$ cat src/rtl/scl_timer_pkg.sv
package scl_timer_pkg;

  typedef enum logic [1:0] {
    SPD_STD   = 2'd0,
    SPD_FAST  = 2'd1,
    SPD_FPLUS = 2'd2,
    SPD_FPALT = 2'd3
  } speed_e;

  typedef enum logic [1:0] {
    PH_IDLE = 2'd0,
    PH_LOW  = 2'd1,
    PH_WAIT = 2'd2,
    PH_HIGH = 2'd3
  } phase_e;

endpackage

$ cat src/rtl/scl_phase_calc.sv
module scl_phase_calc
  import scl_timer_pkg::*;
#(
  parameter int REF_NS    = 25,
  parameter int STD_CYC   = 400,
  parameter int FAST_CYC  = 100,
  parameter int FPLUS_CYC = 40,
  parameter int MIN_PHASE = 4,
  parameter int HIGH_NUM  = 2,
  parameter int HIGH_DEN  = 5,
  parameter int RISE_W    = 12,
  parameter int CNT_W     = 9
) (
  input  logic              clk,
  input  logic              rst,
  input  logic [1:0]        speed,
  input  logic [RISE_W-1:0] rise_ns,
  output logic [CNT_W-1:0]  low_cyc,
  output logic [CNT_W-1:0]  high_cyc
);

  localparam int WW       = (RISE_W + 1 > CNT_W + 2) ? RISE_W + 1 : CNT_W + 2;
  localparam int HALF_REF = REF_NS / 2;
  localparam int FLOOR_AV = 2 * MIN_PHASE;

  logic [WW-1:0] nominal, rise_cyc, avail, hi_v, lo_v;

  always_comb begin
    case (speed_e'(speed))
      SPD_STD:  nominal = WW'(STD_CYC);
      SPD_FAST: nominal = WW'(FAST_CYC);
      default:  nominal = WW'(FPLUS_CYC);
    endcase
    rise_cyc = (WW'(rise_ns) + WW'(HALF_REF)) / WW'(REF_NS);
    if (rise_cyc + WW'(FLOOR_AV) > nominal) avail = WW'(FLOOR_AV);
    else                                     avail = nominal - rise_cyc;
    hi_v = (avail * WW'(HIGH_NUM)) / WW'(HIGH_DEN);
    if (hi_v < WW'(MIN_PHASE)) hi_v = WW'(MIN_PHASE);
    lo_v = avail - hi_v;
  end

  always_ff @(posedge clk) begin
    if (rst) begin
      low_cyc  <= CNT_W'(MIN_PHASE);
      high_cyc <= CNT_W'(MIN_PHASE);
    end else begin
      low_cyc  <= CNT_W'(lo_v);
      high_cyc <= CNT_W'(hi_v);
    end
  end

  p_min_phase_r4: assert property (@(posedge clk) disable iff (rst)
    (low_cyc >= CNT_W'(MIN_PHASE)) && (high_cyc >= CNT_W'(MIN_PHASE)));

  p_low_share_r3: assert property (@(posedge clk) disable iff (rst)
    low_cyc >= high_cyc);

endmodule

$ cat src/rtl/scl_phase_seq.sv
module scl_phase_seq
  import scl_timer_pkg::*;
#(
  parameter int CNT_W = 9
) (
  input  logic             clk,
  input  logic             rst,
  input  logic             en,
  input  logic             scl_in,
  input  logic [CNT_W-1:0] low_cyc,
  input  logic [CNT_W-1:0] high_cyc,
  output logic             drive_low,
  output logic             mid_low,
  output logic             mid_high
);

  phase_e           state;
  logic [CNT_W-1:0] cnt, lo_lat, hi_lat;

  always_ff @(posedge clk) begin
    if (rst) begin
      state     <= PH_IDLE;
      cnt       <= '0;
      lo_lat    <= '0;
      hi_lat    <= '0;
      drive_low <= 1'b0;
      mid_low   <= 1'b0;
      mid_high  <= 1'b0;
    end else begin
      mid_low  <= 1'b0;
      mid_high <= 1'b0;
      case (state)
        PH_IDLE: begin
          if (en) begin
            state     <= PH_LOW;
            cnt       <= '0;
            lo_lat    <= low_cyc;
            hi_lat    <= high_cyc;
            drive_low <= 1'b1;
          end
        end
        PH_LOW: begin
          cnt <= cnt + CNT_W'(1);
          if (cnt == (lo_lat >> 1) - CNT_W'(1)) mid_low <= 1'b1;
          if (cnt == lo_lat - CNT_W'(1)) begin
            state     <= PH_WAIT;
            drive_low <= 1'b0;
          end
        end
        PH_WAIT: begin
          if (scl_in) begin
            state <= PH_HIGH;
            cnt   <= CNT_W'(1);
          end
        end
        PH_HIGH: begin
          cnt <= cnt + CNT_W'(1);
          if (cnt == (hi_lat >> 1) - CNT_W'(1)) mid_high <= 1'b1;
          if (cnt == hi_lat - CNT_W'(1)) begin
            if (en) begin
              state     <= PH_LOW;
              cnt       <= '0;
              lo_lat    <= low_cyc;
              hi_lat    <= high_cyc;
              drive_low <= 1'b1;
            end else begin
              state <= PH_IDLE;
            end
          end
        end
        default: state <= PH_IDLE;
      endcase
    end
  end

  p_mid_low_in_low_r7: assert property (@(posedge clk) disable iff (rst)
    mid_low |-> drive_low);

  p_mid_low_pulse_r7: assert property (@(posedge clk) disable iff (rst)
    mid_low |=> !mid_low);

  p_mid_high_released_r8: assert property (@(posedge clk) disable iff (rst)
    mid_high |-> !drive_low);

  p_mid_high_pulse_r8: assert property (@(posedge clk) disable iff (rst)
    mid_high |=> !mid_high);

  p_start_needs_en_r9: assert property (@(posedge clk) disable iff (rst)
    $rose(drive_low) |-> $past(en));

  p_stretch_holds_r6: assert property (@(posedge clk) disable iff (rst)
    (state == PH_WAIT && !scl_in) |=> !drive_low);

endmodule

$ cat src/rtl/scl_timer.sv
module scl_timer #(
  parameter int REF_NS    = 25,
  parameter int STD_CYC   = 400,
  parameter int FAST_CYC  = 100,
  parameter int FPLUS_CYC = 40,
  parameter int MIN_PHASE = 4,
  parameter int RISE_W    = 12
) (
  input  logic              clk,
  input  logic              rst,
  input  logic              en,
  input  logic [1:0]        speed_mode,
  input  logic [RISE_W-1:0] rise_ns,
  input  logic              scl_in,
  output logic              scl_drive_low,
  output logic              mid_low_stb,
  output logic              mid_high_stb
);

  localparam int CNT_W = $clog2(STD_CYC + 1);

  logic [CNT_W-1:0] low_cyc, high_cyc;

  scl_phase_calc #(
    .REF_NS(REF_NS), .STD_CYC(STD_CYC), .FAST_CYC(FAST_CYC),
    .FPLUS_CYC(FPLUS_CYC), .MIN_PHASE(MIN_PHASE), .HIGH_NUM(2),
    .HIGH_DEN(5), .RISE_W(RISE_W), .CNT_W(CNT_W)
  ) u_calc (
    .clk(clk), .rst(rst), .speed(speed_mode), .rise_ns(rise_ns),
    .low_cyc(low_cyc), .high_cyc(high_cyc)
  );

  scl_phase_seq #(.CNT_W(CNT_W)) u_seq (
    .clk(clk), .rst(rst), .en(en), .scl_in(scl_in),
    .low_cyc(low_cyc), .high_cyc(high_cyc),
    .drive_low(scl_drive_low), .mid_low(mid_low_stb), .mid_high(mid_high_stb)
  );

endmodule

$ cat config.mk
export PLATFORM = sky130hd
export DESIGN_NAME = scl_timer
export DESIGN_NICKNAME = d
export VERILOG_FILES = /design/src/rtl/scl_timer_pkg.sv /design/src/rtl/scl_phase_calc.sv /design/src/rtl/scl_phase_seq.sv /design/src/rtl/scl_timer.sv
export SDC_FILE = /design/constraint.sdc
export NUM_CORES = 1
export LEC_CHECK = 0
export BUFFER_PORTS_ARGS = -buffer_cell sky130_fd_sc_hd__buf_2
export CAP_MARGIN = 20
export CORE_MARGIN = 2
export CORE_UTILIZATION = 25
export CTS_BUF_LIST = sky130_fd_sc_hd__clkbuf_4 sky130_fd_sc_hd__clkbuf_8 sky130_fd_sc_hd__clkbuf_16
export CTS_CLUSTER_SIZE = 25
export DETAILED_ROUTE_END_ITERATION = 8
export PLACE_DENSITY = 0.35
export SYNTH_ARGS = -nofsm -noshare
export SYNTH_HDL_FRONTEND = slang
export SYNTH_SLANG_ARGS = --single-unit
$ cat constraint.sdc
create_clock -name clk -period 22 [get_ports clk]
set_input_delay 5.5 -clock clk [delete_from_list [all_inputs] [get_ports clk]]
set_output_delay 5.5 -clock clk [all_outputs]
set_load 0.005 [all_outputs]
# Word-level counts from Yosys, hierarchy flattened
# Index checks and enable logic that the tools add are counted.
# Widths: inputs -> output; s select.
# totals
ff_bits,50
in_bits,18
output_inout_bits,3
wordCells,72
# classes
n_addsub,9
div_mod_pow,2
magnitude_cmp,2
eq_ne,12
n_mux,26
bitwise,2
n_reduce_logical,10
# op_table
operator,count
$mux 9,9
$pmux 9 s2,3
$eq 9x9->1,4
$pmux 9 s4,1
$sub 8x1->9 const B,2
$sub 9x1->9 const B,2
$add 12x4->13 const B,1
$add 13x4->13 const B,1
$div 13x3->13 const B,1
$div 13x5->13 const B,1
$gt 13x9->1,1
$lt 13x3->1 const B,1
$mux 12,1
$sub 9x12->12,1
$add 9x1->9 const B,1
$sub 9x9->9,1
$mux 2,4
$pmux 2 s4,1
$mux 1,6
$eq 2x1->1 const B,2
$eq 2x2->1 const B,2
$logic_not 2->1,2
$ne 2x1->1 const B,2
$ne 2x2->1 const B,2
8 further kinds,11

# Depth between registers and ports, before layout
# depth
ltp_word,9
ltp_mapped,64
depth_no_buf,61

# Modules after synthesis
# Synthesis repeated with hierarchy kept, for this count alone.
# hier_totals
hier_cells,1012
hier_area_um2,7453.4
# modules_own_cells
module,n_inst,cells_each,area_each_um2,seq_area_each_um2
scl_phase_calc,1,692,4941.0,360.3
scl_phase_seq,1,320,2512.4,640.6

# Worst setup path after synthesis
# OpenSTA, ideal clock, no wires.
# synth_path
kind,in2reg
startpoint,input rise_ns[2]
endpoint,register u_calc.low_cyc[8]
setup_time_ns,0.128
arrival_ns,16.309
required_ns,21.872
slack_ns,5.563
stages,61
n_path_buf,4
path_cell_list,clkbuf_1 inv_1 ha_1 buf_2 nand4b_4 o221ai_1 a21boi_2 o21ai_0 a221oi_1 a21oi_1 buf_2 nand3_1 o21bai_1 nand4_2 o21ai_2 inv_2 or4_4 and4_4 [25 not listed] o21ai_0 o2111ai_1 and3_1 buf_4 nor4b_2 a31oi_1 nand4_1 ha_1 inv_1 fa_1 a21o_1 a21o_1 a21o_1 a21oi_1 o21bai_1 a21oi_1 xnor2_1 nor2_1
# synth_via
elab_chain_cells,9
elab_cells_between_ends,10
cone_classes,4 x add/sub; 2 x div; 2 x order compare; 2 x mux
# synth_lines
element,line_no,source
from (decl),scl_timer.sv:13,"input logic [RISE_W-1:0] rise_ns,"
$add 12x4->13 (*),scl_phase_calc.sv:34,rise_cyc = (WW'(rise_ns) + WW'(HALF_REF)) / WW'(REF_NS);
$div 13x5->13 (*),scl_phase_calc.sv:34,
$add 13x4->13,scl_phase_calc.sv:35,if (rise_cyc + WW'(FLOOR_AV) > nominal) avail = WW'(FLOOR_AV);
$gt 13x9->1,scl_phase_calc.sv:35,
$mux 12 (*),scl_phase_calc.sv:35,
$div 13x3->13 (*),scl_phase_calc.sv:37,hi_v = (avail * WW'(HIGH_NUM)) / WW'(HIGH_DEN);
$lt 13x3->1,scl_phase_calc.sv:38,if (hi_v < WW'(MIN_PHASE)) hi_v = WW'(MIN_PHASE);
$mux 9 (*),scl_phase_calc.sv:38,
via u_calc.hi_v[0],scl_phase_calc.sv:26,"logic [WW-1:0] nominal, rise_cyc, avail, hi_v, lo_v;"
$sub 9x9->9 (*),scl_phase_calc.sv:39,lo_v = avail - hi_v;
to (signal assigned),scl_phase_calc.sv:44,low_cyc <= CNT_W'(MIN_PHASE);
to (signal assigned),scl_phase_calc.sv:47,low_cyc <= CNT_W'(lo_v);
to (decl),scl_phase_calc.sv:18,"output logic [CNT_W-1:0] low_cyc,"
# Mark *: on every way through the listed nets, which the timed path passes. The rest lies on a longest branch.
# A chain may end at the register's enable or synchronous reset.

# Worst setup path in the final report
# Ends and elaborated chain as after synthesis.

==> parameters.txt <==
Parameter                              Value

Setup path
  Required time of the critical path    22170 ps
  Most common cell type on the critical path    a21oi_1
  Register-to-register path setup slack    18470 ps
  Peak fanout along the critical path    16
  Crit Path Class    in2reg
  Type of origin of the critical path    input pin
  Largest delay contributor family on the critical path    compound AO/OA/AOI/OAI gates
  Worst endpoint data arrival time    18460 ps
  Buf/Inv on CP    3
  Cell with the largest stage delay on the worst path    a21oi_1
  CP peak stage delay    750 ps
  Kind of end point of the critical path    flop

Routing
  Top routing layer in use    met4
  Post-DR wirelength/cell    16.3 um
  Routed wire length    20.5 mm
  Number of vias after detailed routing    6647
  Antenna violation net count after detailed routing    0
  First-pass iteration count of the detailed router    5
  Average via count per standard cell    5.26
  Met2 WL post-DR    9.53 mm
  DR WL met3    203 um
  Routed met1 length    10.6 mm
  Drt initial violations    381
  Number of remaining DRC errors    0

Synth
  Mapped cell area    6860 um^2
  Synth warn    0
  Sequential-to-total area share from yosys stat    0.146
  Synthesized Nets    1004
  Async S/R FF share, synth    0
  Number of standard cells after synthesis    946
  Top-count cell post-synth    nor2_1
  Synth Area per Inst    7.25 um^2
  Top cells by instance count after synthesis    nor2_1 (130), nand2_1 (66), a21oi_1 (57)
  Count of state elements after synthesis    50
  Unique cell type count in the Yosys netlist    102
  Area leader, netlist    dfxtp_1
  Synth top area cells    dfxtp_1 (15%), ha_1 (7.1%), nor2_1 (7.1%)
  Area share of the largest cell type after synthesis    0.146
  Number of enable flip-flop cells after synthesis    0
  Leading register cell type out of synthesis    dfxtp_1

Floorplan
  Die W    170 um
  Floorplan die height    170 um
  Floorplan die area    28800 um^2
  Core region area    27000 um^2
  Number of primary I/O pins    21
  Standard-cell rows    60
  Starting Density    0.254

Timing
  Highest Clock Rate    0.0547 GHz
  Post-route clock skew    8.30 ps
  Share of the clock period used by the worst path    0.832
  Post-route setup TNS    0 ps
  Fin crit period    18300 ps
  Unrepaired setup endpoints after global routing    no
  Hold Violations, Final    0
  Tightest Pin Transition    989 ps
  Max-slew violation count    0
  Slew Limit Headroom    0.341
  Count of endpoints failing setup in the final report    0

Clocking
  Resized cells post-CTS    0
  Clock transition time at the flip-flop clock pins of the worst setup and hold paths    80 ps
  Number of buffers on the longest clock path    2
  Total clock buffers created by CTS    5
  # H-tree levels    2
  Cts-stage hold buffer count    0
  Clk sinks    50
  Postcts setup bufs    0
  CTS root buf    clkbuf_16
  Clock insertion delay at the later pin of the skew report    290 ps
  TritonCTS clock tree    yes

Pwr
  Maximum VDD drop    0.0000808 V
  Pwr Density    189 nW/um^2
  Leakage power figure    2.95 nW
  Total power of the final layout    1.38 mW

Place
  Routability Congestion    0.776
  Cell Area, Placed    7170 um^2
  Number of buffer cells added on primary ports    20
  Dpl hpwl    16.1 mm

Global routing
  Number of global-route vias before repair    6530
  GRT Overall Usage    0.144
  Congestion Overflow GR    0
  Global-route wire length before repair    34.2 mm
  Number of antenna violations at the first check in global routing    0
  Largest net degree at the start of global routing    51

Layout
  Design area    7310 um^2
  Share of cells above drive strength 1    0.0899
  Count of inserted antenna diode cells    0
  Final net count    980
  Growth of design area from synthesis to finish    6.66%

Run status
  Result of the run    completed

Run
  Max-cap violations    0

Min path
  Type of the tightest min-delay check    reg2reg
==> cell families (layout without fill, tap and decap cells) <==
logic type | count (synthesis) | count (layout) | share of synthesized area
multiplexers | 33 | 33 | 0.0487
XOR/XNOR | 78 | 78 | 0.103
AND/OR/NAND/NOR | 371 | 371 | 0.277
AO/OA/AOI/OAI | 277 | 277 | 0.292
flip-flops | 50 | 50 | 0.146
buffers and inverters | 97 | 74 | 0.0589
adder cells (fa/ha/maj) | 40 | 40 | 0.0741
==> per-stage QoR <==
stage	utilization	worst slack, ps	cells	hold WS [ps]
finish	0.271	3700	1264	468
global route	0.271	2590	1264	485
CTS	0.271	3780	1264	473
detailed placement	0.266	3480	1256	455
global placement	0.266	3360	1256	453
floorplan	-	5560	946	441
==> where the power goes <==
| part | internal (mW) | total (mW) | leakage [nW] | switching (mW) |
|---|---|---|---|---|
| logic | 0.478 | 1.16 | 2.46 | 0.683 |
| registers | 0.120 | 0.142 | 0.409 | 0.0219 |
| clock network | 0.0429 | 0.0803 | 0.0746 | 0.0374 |
==> final timing paths <==
check                          start                 to  depth (start not counted)
hold / removal    u_calc.high_cyc[2]    u_seq.hi_lat[2]                          2
setup / recovery          rise_ns[2]  u_calc.low_cyc[8]                         57
setup reg to reg     u_seq.lo_lat[1]     u_seq.state[0]                         12
hold reg to reg   u_calc.high_cyc[2]    u_seq.hi_lat[2]                          2
==> state kept, by name, summed over array words and instances (netlist names) <==
name	count
u_calc.high_cyc	9
u_calc.low_cyc	9
u_seq.cnt	9
u_seq.hi_lat	9
u_seq.lo_lat	9
u_seq.state	2
u_seq.drive_low	1
u_seq.mid_high	1
u_seq.mid_low	1
==> cells in the final DEF (no fill, tap or decap), drive strengths merged, types with 9 or more instances in the layout <==
| master | netlist | routed |
|---|---|---|
| and2 | 12 | 12 |
| nand2b | 9 | 9 |
| nor2 | 131 | 131 |
| nand2 | 68 | 68 |
| buf | 16 | 23 |
| o2111ai | 10 | 10 |
| inv | 42 | 44 |
| nor4 | 9 | 9 |
| nor3 | 31 | 31 |
| a31oi | 14 | 14 |
| o211ai | 11 | 11 |
| nand3 | 33 | 33 |
| mux2i | 30 | 30 |
| dfxtp | 50 | 50 |
| a21oi | 58 | 58 |
| ha | 39 | 39 |
| and3 | 13 | 13 |
| xnor2 | 48 | 48 |
| o21ai | 65 | 65 |
| a21o | 16 | 16 |
| nand4 | 13 | 13 |
| xor2 | 30 | 30 |
| a211oi | 13 | 13 |
==> per-layer routing <==
layer,up-vias,track usage
li1,3426,-
met3,16,0.00840
met5,-,0
met4,0,0.0275
met1,3134,0.204
met2,71,0.241
==> layout make-up <==
class | count | area [um^2]
multi-input combinational | 799 | 5450
inverter | 43 | 164
clock buffer | 5 | 125
clock inverter | 3 | 22.5
tap | 341 | 427
timing repair buffer | 23 | 123
fill | 2951 | 19600
sequential | 50 | 1000
==> tightest hold or removal path: stages, from the launching register on <==
cell	delay, ps
dfxtp_1	310
mux2i_1	60
nor2_1	70
No activity file was read; power rests on OpenSTA's default activity.
